`src/rtl/sdram_init_pkg.sv`:
```
package sdram_init_pkg;

  // {cs_n, ras_n, cas_n, we_n}
  typedef enum logic [3:0] {
    CMD_LMR = 4'b0000,
    CMD_REF = 4'b0001,
    CMD_PRE = 4'b0010,
    CMD_NOP = 4'b0111
  } cmd_e;

  typedef enum logic [3:0] {
    ST_PWRUP,
    ST_PRE,
    ST_W_RP,
    ST_REF1,
    ST_W_RFC1,
    ST_REF2,
    ST_W_RFC2,
    ST_MRS,
    ST_W_MRD1,
    ST_EMRS,
    ST_W_MRD2,
    ST_DONE
  } step_e;

  function automatic int unsigned ns_to_cyc(int unsigned ns, int unsigned per_ps);
    return (ns * 1000 + per_ps - 1) / per_ps;
  endfunction

endpackage

```
`src/rtl/init_wait_timer.sv`:
```
module init_wait_timer #(
  parameter int unsigned CNT_W   = 16,
  parameter int unsigned RST_VAL = 0
) (
  input  logic             clk_i,
  input  logic             rst_ni,
  input  logic             load_i,
  input  logic [CNT_W-1:0] load_val_i,
  output logic             expired_o
);

  logic [CNT_W-1:0] cnt_q;

  always_ff @(posedge clk_i or negedge rst_ni) begin
    if (!rst_ni)             cnt_q <= CNT_W'(RST_VAL);
    else if (load_i)         cnt_q <= load_val_i;
    else if (cnt_q != '0)    cnt_q <= cnt_q - 1'b1;
  end

  assign expired_o = (cnt_q == '0);

endmodule

```
`src/rtl/init_cmd_drv.sv`:
```
module init_cmd_drv
  import sdram_init_pkg::*;
#(
  parameter int unsigned ADDR_W = 13
) (
  input  logic              clk_i,
  input  logic              rst_ni,
  input  cmd_e              cmd_i,
  input  logic [1:0]        ba_i,
  input  logic [ADDR_W-1:0] addr_i,
  input  logic              ready_i,
  output logic              cs_n_o,
  output logic              ras_n_o,
  output logic              cas_n_o,
  output logic              we_n_o,
  output logic [1:0]        ba_o,
  output logic [ADDR_W-1:0] addr_o,
  output logic              ready_o
);

  always_ff @(posedge clk_i or negedge rst_ni) begin
    if (!rst_ni) begin
      {cs_n_o, ras_n_o, cas_n_o, we_n_o} <= CMD_NOP;
      ba_o    <= '0;
      addr_o  <= '0;
      ready_o <= 1'b0;
    end else begin
      {cs_n_o, ras_n_o, cas_n_o, we_n_o} <= cmd_i;
      ba_o    <= ba_i;
      addr_o  <= addr_i;
      ready_o <= ready_i;
    end
  end

endmodule

```
`src/rtl/sdram_init_seq.sv`:
```
module sdram_init_seq
  import sdram_init_pkg::*;
#(
  parameter int unsigned       ADDR_W        = 13,
  parameter int unsigned       CLK_PERIOD_PS = 4000,
  parameter int unsigned       PWRUP_NS      = 100000,
  parameter int unsigned       RP_NS         = 18,
  parameter int unsigned       RFC_NS        = 72,
  parameter int unsigned       MRD_NS        = 10,
  parameter int unsigned       ALL_BANK_BIT  = 10,
  parameter logic [ADDR_W-1:0] MODE_VAL      = ADDR_W'('h032),
  parameter logic [ADDR_W-1:0] EXT_MODE_VAL  = ADDR_W'('h000)
) (
  input  logic              clk_i,
  input  logic              rst_ni,
  output logic              cke_o,
  output logic              cs_n_o,
  output logic              ras_n_o,
  output logic              cas_n_o,
  output logic              we_n_o,
  output logic [1:0]        ba_o,
  output logic [ADDR_W-1:0] addr_o,
  output logic              ready_o
);

  localparam int unsigned PWRUP_CYC = ns_to_cyc(PWRUP_NS, CLK_PERIOD_PS);
  localparam int unsigned RP_CYC    = ns_to_cyc(RP_NS, CLK_PERIOD_PS);
  localparam int unsigned RFC_CYC   = ns_to_cyc(RFC_NS, CLK_PERIOD_PS);
  localparam int unsigned MRD_CYC   = ns_to_cyc(MRD_NS, CLK_PERIOD_PS);
  localparam int unsigned MAX_A     = (PWRUP_CYC > RFC_CYC) ? PWRUP_CYC : RFC_CYC;
  localparam int unsigned MAX_B     = (RP_CYC > MRD_CYC) ? RP_CYC : MRD_CYC;
  localparam int unsigned MAX_CYC   = (MAX_A > MAX_B) ? MAX_A : MAX_B;
  localparam int unsigned CNT_W     = $clog2(MAX_CYC + 1);

  step_e             st_q, st_d;
  cmd_e              cmd;
  logic [1:0]        ba;
  logic [ADDR_W-1:0] addr;
  logic              ld;
  logic [CNT_W-1:0]  ld_val;
  logic              expired;

  assign cke_o = 1'b1;

  always_ff @(posedge clk_i or negedge rst_ni) begin
    if (!rst_ni) st_q <= ST_PWRUP;
    else         st_q <= st_d;
  end

  always_comb begin
    st_d   = st_q;
    cmd    = CMD_NOP;
    ba     = '0;
    addr   = '0;
    ld     = 1'b0;
    ld_val = '0;
    unique case (st_q)
      ST_PWRUP:  if (expired) st_d = ST_PRE;
      ST_PRE: begin
        cmd                = CMD_PRE;
        addr[ALL_BANK_BIT] = 1'b1;
        ld                 = 1'b1;
        ld_val             = CNT_W'(RP_CYC);
        st_d               = ST_W_RP;
      end
      ST_W_RP:   if (expired) st_d = ST_REF1;
      ST_REF1: begin
        cmd    = CMD_REF;
        ld     = 1'b1;
        ld_val = CNT_W'(RFC_CYC);
        st_d   = ST_W_RFC1;
      end
      ST_W_RFC1: if (expired) st_d = ST_REF2;
      ST_REF2: begin
        cmd    = CMD_REF;
        ld     = 1'b1;
        ld_val = CNT_W'(RFC_CYC);
        st_d   = ST_W_RFC2;
      end
      ST_W_RFC2: if (expired) st_d = ST_MRS;
      ST_MRS: begin
        cmd    = CMD_LMR;
        ba     = 2'b00;
        addr   = MODE_VAL;
        ld     = 1'b1;
        ld_val = CNT_W'(MRD_CYC);
        st_d   = ST_W_MRD1;
      end
      ST_W_MRD1: if (expired) st_d = ST_EMRS;
      ST_EMRS: begin
        cmd    = CMD_LMR;
        ba     = 2'b10;
        addr   = EXT_MODE_VAL;
        ld     = 1'b1;
        ld_val = CNT_W'(MRD_CYC);
        st_d   = ST_W_MRD2;
      end
      ST_W_MRD2: if (expired) st_d = ST_DONE;
      ST_DONE:   st_d = ST_DONE;
      default:   st_d = ST_PWRUP;
    endcase
  end

  init_wait_timer #(
    .CNT_W   (CNT_W),
    .RST_VAL (PWRUP_CYC)
  ) i_timer (
    .clk_i      (clk_i),
    .rst_ni     (rst_ni),
    .load_i     (ld),
    .load_val_i (ld_val),
    .expired_o  (expired)
  );

  init_cmd_drv #(
    .ADDR_W (ADDR_W)
  ) i_drv (
    .clk_i   (clk_i),
    .rst_ni  (rst_ni),
    .cmd_i   (cmd),
    .ba_i    (ba),
    .addr_i  (addr),
    .ready_i (st_q == ST_DONE),
    .cs_n_o  (cs_n_o),
    .ras_n_o (ras_n_o),
    .cas_n_o (cas_n_o),
    .we_n_o  (we_n_o),
    .ba_o    (ba_o),
    .addr_o  (addr_o),
    .ready_o (ready_o)
  );

endmodule

```
`config.mk`:
```
export PLATFORM = sky130hd
export DESIGN_NAME = sdram_init_seq
export DESIGN_NICKNAME = d
export VERILOG_FILES = /design/src/rtl/sdram_init_pkg.sv /design/src/rtl/init_wait_timer.sv /design/src/rtl/init_cmd_drv.sv /design/src/rtl/sdram_init_seq.sv
export SDC_FILE = /design/constraint.sdc
export NUM_CORES = 1
export LEC_CHECK = 0
export ABC_AREA = 1
export BUFFER_PORTS_ARGS = -buffer_cell sky130_fd_sc_hd__buf_2
export CAP_MARGIN = 10
export CORE_MARGIN = 3
export CORE_UTILIZATION = 30
export CTS_BUF_LIST = sky130_fd_sc_hd__clkbuf_2
export CTS_CLUSTER_SIZE = 24
export DETAILED_ROUTE_END_ITERATION = 8
export PLACE_DENSITY = 0.47
export SLEW_MARGIN = 20
export SYNTH_ARGS = -nofsm -noshare
export SYNTH_HDL_FRONTEND = slang
export SYNTH_SLANG_ARGS = --single-unit
```
`constraint.sdc`:
```
create_clock -name clk_i -period 2.4 [get_ports clk_i]
set_clock_uncertainty 0.1 [all_clocks]
set_input_delay 0.12 -clock clk_i [delete_from_list [all_inputs] [get_ports clk_i]]
set_output_delay 0.12 -clock clk_i [all_outputs]
set_load 0.1 [all_outputs]
```
# Word-level counts from Yosys, hierarchy flattened

Cells that the tools add are included.
Widths: inputs -> output; s select.

$add $sub $neg: 1
Equality and inequality tests: 17
Muxes and demuxes: 15
Reduce and logical (&&, ||, !) cells: 8

Operators with widths:

| operator              | number |
|---|---|
| $pmux 4 s12           | 1 |
| $mux 15               | 2 |
| $mux 4                | 6 |
| $eq 4x3->1 const B    | 4 |
| $eq 4x4->1 const B    | 4 |
| $logic_not 15->1      | 1 |
| $pmux 5 s3            | 1 |
| $reduce_bool 15->1    | 1 |
| $sub 15x1->15 const B | 1 |
| $ne 2x2->1 const B    | 6 |
| $pmux 3 s3            | 1 |
| $eq 4x2->1 const B    | 2 |
| $mux 6                | 1 |
| $reduce_and 6->1      | 1 |
| $reduce_or 5->1       | 1 |
| $eq 4x1->1 const B    | 1 |
| $logic_not 4->1       | 1 |
| $reduce_or 2->1       | 2 |
| $mux 1                | 2 |
| $mux 2                | 1 |
| $reduce_bool 2->1     | 1 |

Bits in registers: 36
Output and inout bits: 21
Logic and storage cells: 49

# Depth between registers and ports, before layout

Depth in word-level cells: 4
Gate-level depth with buffers: 8
Depth with buffers taken out: 8

# Cells and area by module

Synthesis repeated with hierarchy kept, for this count alone.

Cell total of the unflattened synthesis: 210
Area total of the unflattened synthesis: 1818.0 sq um

By module, submodules not included:

| module          | instances | cells each | area each (sq um) |
|---|---|---|---|
| init_wait_timer | 1         | 139        | 1014.7 |
| init_cmd_drv    | 1         | 20         | 504.2 |
| sdram_init_seq  | 1         | 51         | 299.0 |

# Worst setup path after synthesis

No wires, ideal clock.

Path type: reg2out
Start point: register i_drv.addr_o[5] (netlist name)
End point: output port addr_o[4]
Data arrival time: 1.341 ns
Data required time: 2.180 ns
Setup slack: 0.839 ns
Stages on the path, launching flop included: 2
Buffers on the path: 1
Cell sequence: dfrtp_1 buf_4

RTL lines:

| item          | RTL line             | text |
|---|---|---|
| end, declared | sdram_init_seq.sv:22 | `output logic [ADDR_W-1:0] addr_o,` |

# Worst setup path after layout

Start point: register i_timer.cnt_q[0]
End point: register i_timer.cnt_q[1]

Word-level cells in the longest chain between the ends: 3
Elaborated cells on any way between the ends: 5
Those cells by class: add/sub: 1; mux: 2; reduce/logical: 2

Ends and longest elaborated chain:

| item                   | RTL line              | text |
|---|---|---|
| start, declared        | init_wait_timer.sv:12 | `logic [CNT_W-1:0] cnt_q;` |
| start signal, assigned | init_wait_timer.sv:15 | `if (!rst_ni) cnt_q <= CNT_W'(RST_VAL);` |
| start signal, assigned | init_wait_timer.sv:16 | `else if (load_i) cnt_q <= load_val_i;` |
| start signal, assigned | init_wait_timer.sv:17 | `else if (cnt_q != '0) cnt_q <= cnt_q - 1'b1;` |
| $sub 15x1->15          | init_wait_timer.sv:17 |  |
| $mux 15                | init_wait_timer.sv:17 |  |
| $mux 15                | init_wait_timer.sv:16 |  |

Parallel ways exist; a longest one is shown, timed or not. The select of a mux whose other input is x is not followed.
A chain may end at the register's enable or synchronous reset.

==> results.json <==
{
  "cts_tree": "built",
  "post-route-min-period_ns": 1.56,
  "final_layout_size_suffix_gt1_share_pct": 21.2,
  "arrival_ns": 1.77,
  "power.leakage_nw": 0.862,
  "dpl.hpwl_microns": 2130,
  "maxSlewViolCount": 0,
  "top_usage_layer": "met2",
  "final_antenna_net_count": 0,
  "hp-class": "input pin to asynchronous set/reset pin",
  "vias": 1096,
  "boundaryPins": 23,
  "routed_wl_microns": 2780,
  "tightest_slew_ns": 0.596,
  "vdd_drop_max_uv": 138,
  "status": "completed",
  "post-cts-setup-buffers": 0,
  "max_freq_ghz": 0.641,
  "yosysWarningCount": 0,
  "cap_violations": 0,
  "p_per_area_nw_per_um2": 444,
  "setup_violations": 0,
  "drt-wirelength-per-cell_microns": 10.3,
  "grt_pass1_wl_microns": 4930,
  "slew_headroom_pct": 60.3,
  "die_w_microns": 76.6,
  "rr_startpoint": "i_timer.cnt_q[0]",
  "grt_pass1_vias": 1050,
  "startpoint_type": "flop",
  "final_net_count": 207,
  "areaGrowthSynthToFinish_pct": 5.60,
  "grt_use_total_pct": 10.3,
  "finalCritPeriodShare_pct": 65.1,
  "die_y_microns": 76.6,
  "ys_seq_area_share_pct": 44.2,
  "crit_type": "flop to flop",
  "portBuffers": 10,
  "core_region_area_sq_um": 4790,
  "path_clk_slew_ns": 0.26,
  "final_hold_viol_count": 0,
  "cts_buffer_depth": 2,
  "vias_per_cell": 4.06,
  "gp_congestion": 0.741,
  "hold_ws_ns": 0.150,
  "critPathCapture": "i_timer.cnt_q[1]",
  "overflow": 0,
  "cts_max_level": 1,
  "rsz0062_at_grt": "no",
  "netlist_area_sq_um": 1500,
  "startpoint": "i_timer.cnt_q[0]",
  "start_util_pct": 31.3,
  "num_rows": 25,
  "grt_use_met2_pct": 15.6,
  "rrSetupSlack_ns": 0.84,
  "r2r_cells": 8,
  "use_met1_pct": 15.0,
  "antenna_found_initial": 0,
  "synth_area_per_cell_sq_um": 7.75,
  "grt_max_degree": 27,
  "endpoint_kind": "flop",
  "final_common_cell": "nand2_1",
  "drc": 0,
  "die_area_sq_um": 5870,
  "clock_latency_ns": 0.35,
  "cts_inserted_buffers": 3,
  "synth_seq_cells": 26,
  "num-fill-cells": 517,
  "finalSetupTns_ns": 0,
  "final_cell_mix": "nand2_1, nor2_1, inv_1",
  "crit_fanout": 10,
  "clock_sinks": 26,
  "drtIter0Drc": 16,
  "cp_data_required_time_ns": 2.61,
  "insertedDiodeCount": 0,
  "root_buffer": "clkbuf_2",
  "synth.distinct_cells": 28,
  "first_pass_iters": 4,
  "syn_inst": 193,
  "timing.rr.end": "i_timer.cnt_q[1]",
  "grt_use_met3_pct": 0.827
}
[worst max-delay path: stages (launching register included)]
cell	delay [ns]
dfrtp_1	0.46
inv_1	0.10
ha_1	0.20
nand2_2	0.14
nor2_4	0.17
nand3_4	0.11
inv_4	0.13
nand2_1	0.06
nand2_1	0.06
[logic make-up after synthesis]
logic type | share of synthesized area, %
simple gates | 32.4
buf+inv | 14.9
flops | 44.2
compound gates | 6.02
xor+xnor | 1.17
other cells | 0.502
fa+ha+maj | 0.836
[power by group]
group / internal [mW] / switching [mW]
combinational: 0.00163 / 0.0899
sequential: 0.440 / 0
clock: 0.0362 / 0.134
[how the worst min path moves through the flow]
stage | from | end | slack (ns) | cells past startpoint
6_report | rst_ni | i_timer.cnt_q[11] | 0.15 | 2
5_1_grt | rst_ni | i_timer.cnt_q[9] | 0.17 | 2
4_1_cts | rst_ni | i_timer.cnt_q[11] | 0.16 | 2
3_5_place_dp | rst_ni | i_timer.cnt_q[11] | 0.06 | 1
3_3_place_gp | rst_ni | i_timer.cnt_q[11] | 0.07 | 1
2_1_floorplan | rst_ni | i_drv.addr_o[10] | -0.28 | 0
[layer usage]
| metal | up-vias | wire, microns |
|---|---|---|
| met1 | 500 | 1460 |
| met4 | 0 | 34 |
| met5 | - | 0 |
| li1 | 584 | - |
| met2 | 10 | 1240 |
| met3 | 2 | 48 |
[through the flow]
step	utilization (%)	setup WS (ns)	cell area, sq um	instances	power, mW
5_1_grt	33.0	0.697	1580	270	0.738
3_5_place_dp	32.4	0.873	1550	265	0.537
4_1_cts	33.0	0.810	1580	270	0.717
2_1_floorplan	-	0.839	1530	203	0.543
6_report	33.0	0.839	1580	270	0.702
3_3_place_gp	32.4	0.892	1550	265	0.538
[cell usage after synthesis, drive strengths merged]
| library cell | instances | share of area [%] |
|---|---|---|
| a21oi | 2 | 0.67 |
| a22oi | 1 | 0.50 |
| buf | 15 | 7.8 |
| conb | 2 | 0.50 |
| dfrtp | 17 | 28 |
| dfstp | 9 | 16 |
| ha | 1 | 0.84 |
| inv | 27 | 7.1 |
| nand2 | 47 | 12 |
| nand3 | 16 | 6.5 |
| nand4 | 3 | 1.3 |
| nor2 | 37 | 11 |
| nor3 | 1 | 0.33 |
| o211ai | 1 | 0.50 |
| o21ai | 10 | 4.3 |
| or2 | 2 | 0.84 |
| xnor2 | 2 | 1.2 |
[timing repair]
| action | in CTS | in global routing |
|---|---|---|
| endpoints found under the hold margin | 26 | 0 |
| hold buffers | 1 | 0 |
| resized for setup | 0 | 0 |
[layout make-up]
| cell class | count | area (sq um) | share of cell area, % |
|---|---|---|---|
| timing repair buffer | 11 | 60.1 | 3.80 |
| inverter | 27 | 106 | 6.73 |
| clock buffer | 3 | 15.0 | 0.950 |
| tap | 67 | 83.8 | 5.30 |
| multi-input combinational | 135 | 649 | 41.1 |
| sequential | 26 | 662 | 41.9 |
| clock inverter | 1 | 3.75 | 0.238 |
[registers in the layout, indices dropped and copies added (netlist names)]
register	cells
i_drv.ready_o	1
i_timer.cnt_q	15
i_drv.ras_n_o	1
i_drv.ba_o	1
i_drv.addr_o	2
i_drv.cas_n_o	1
st_q	4
i_drv.we_n_o	1
Note: power is estimated with default switching activity, not from simulation.
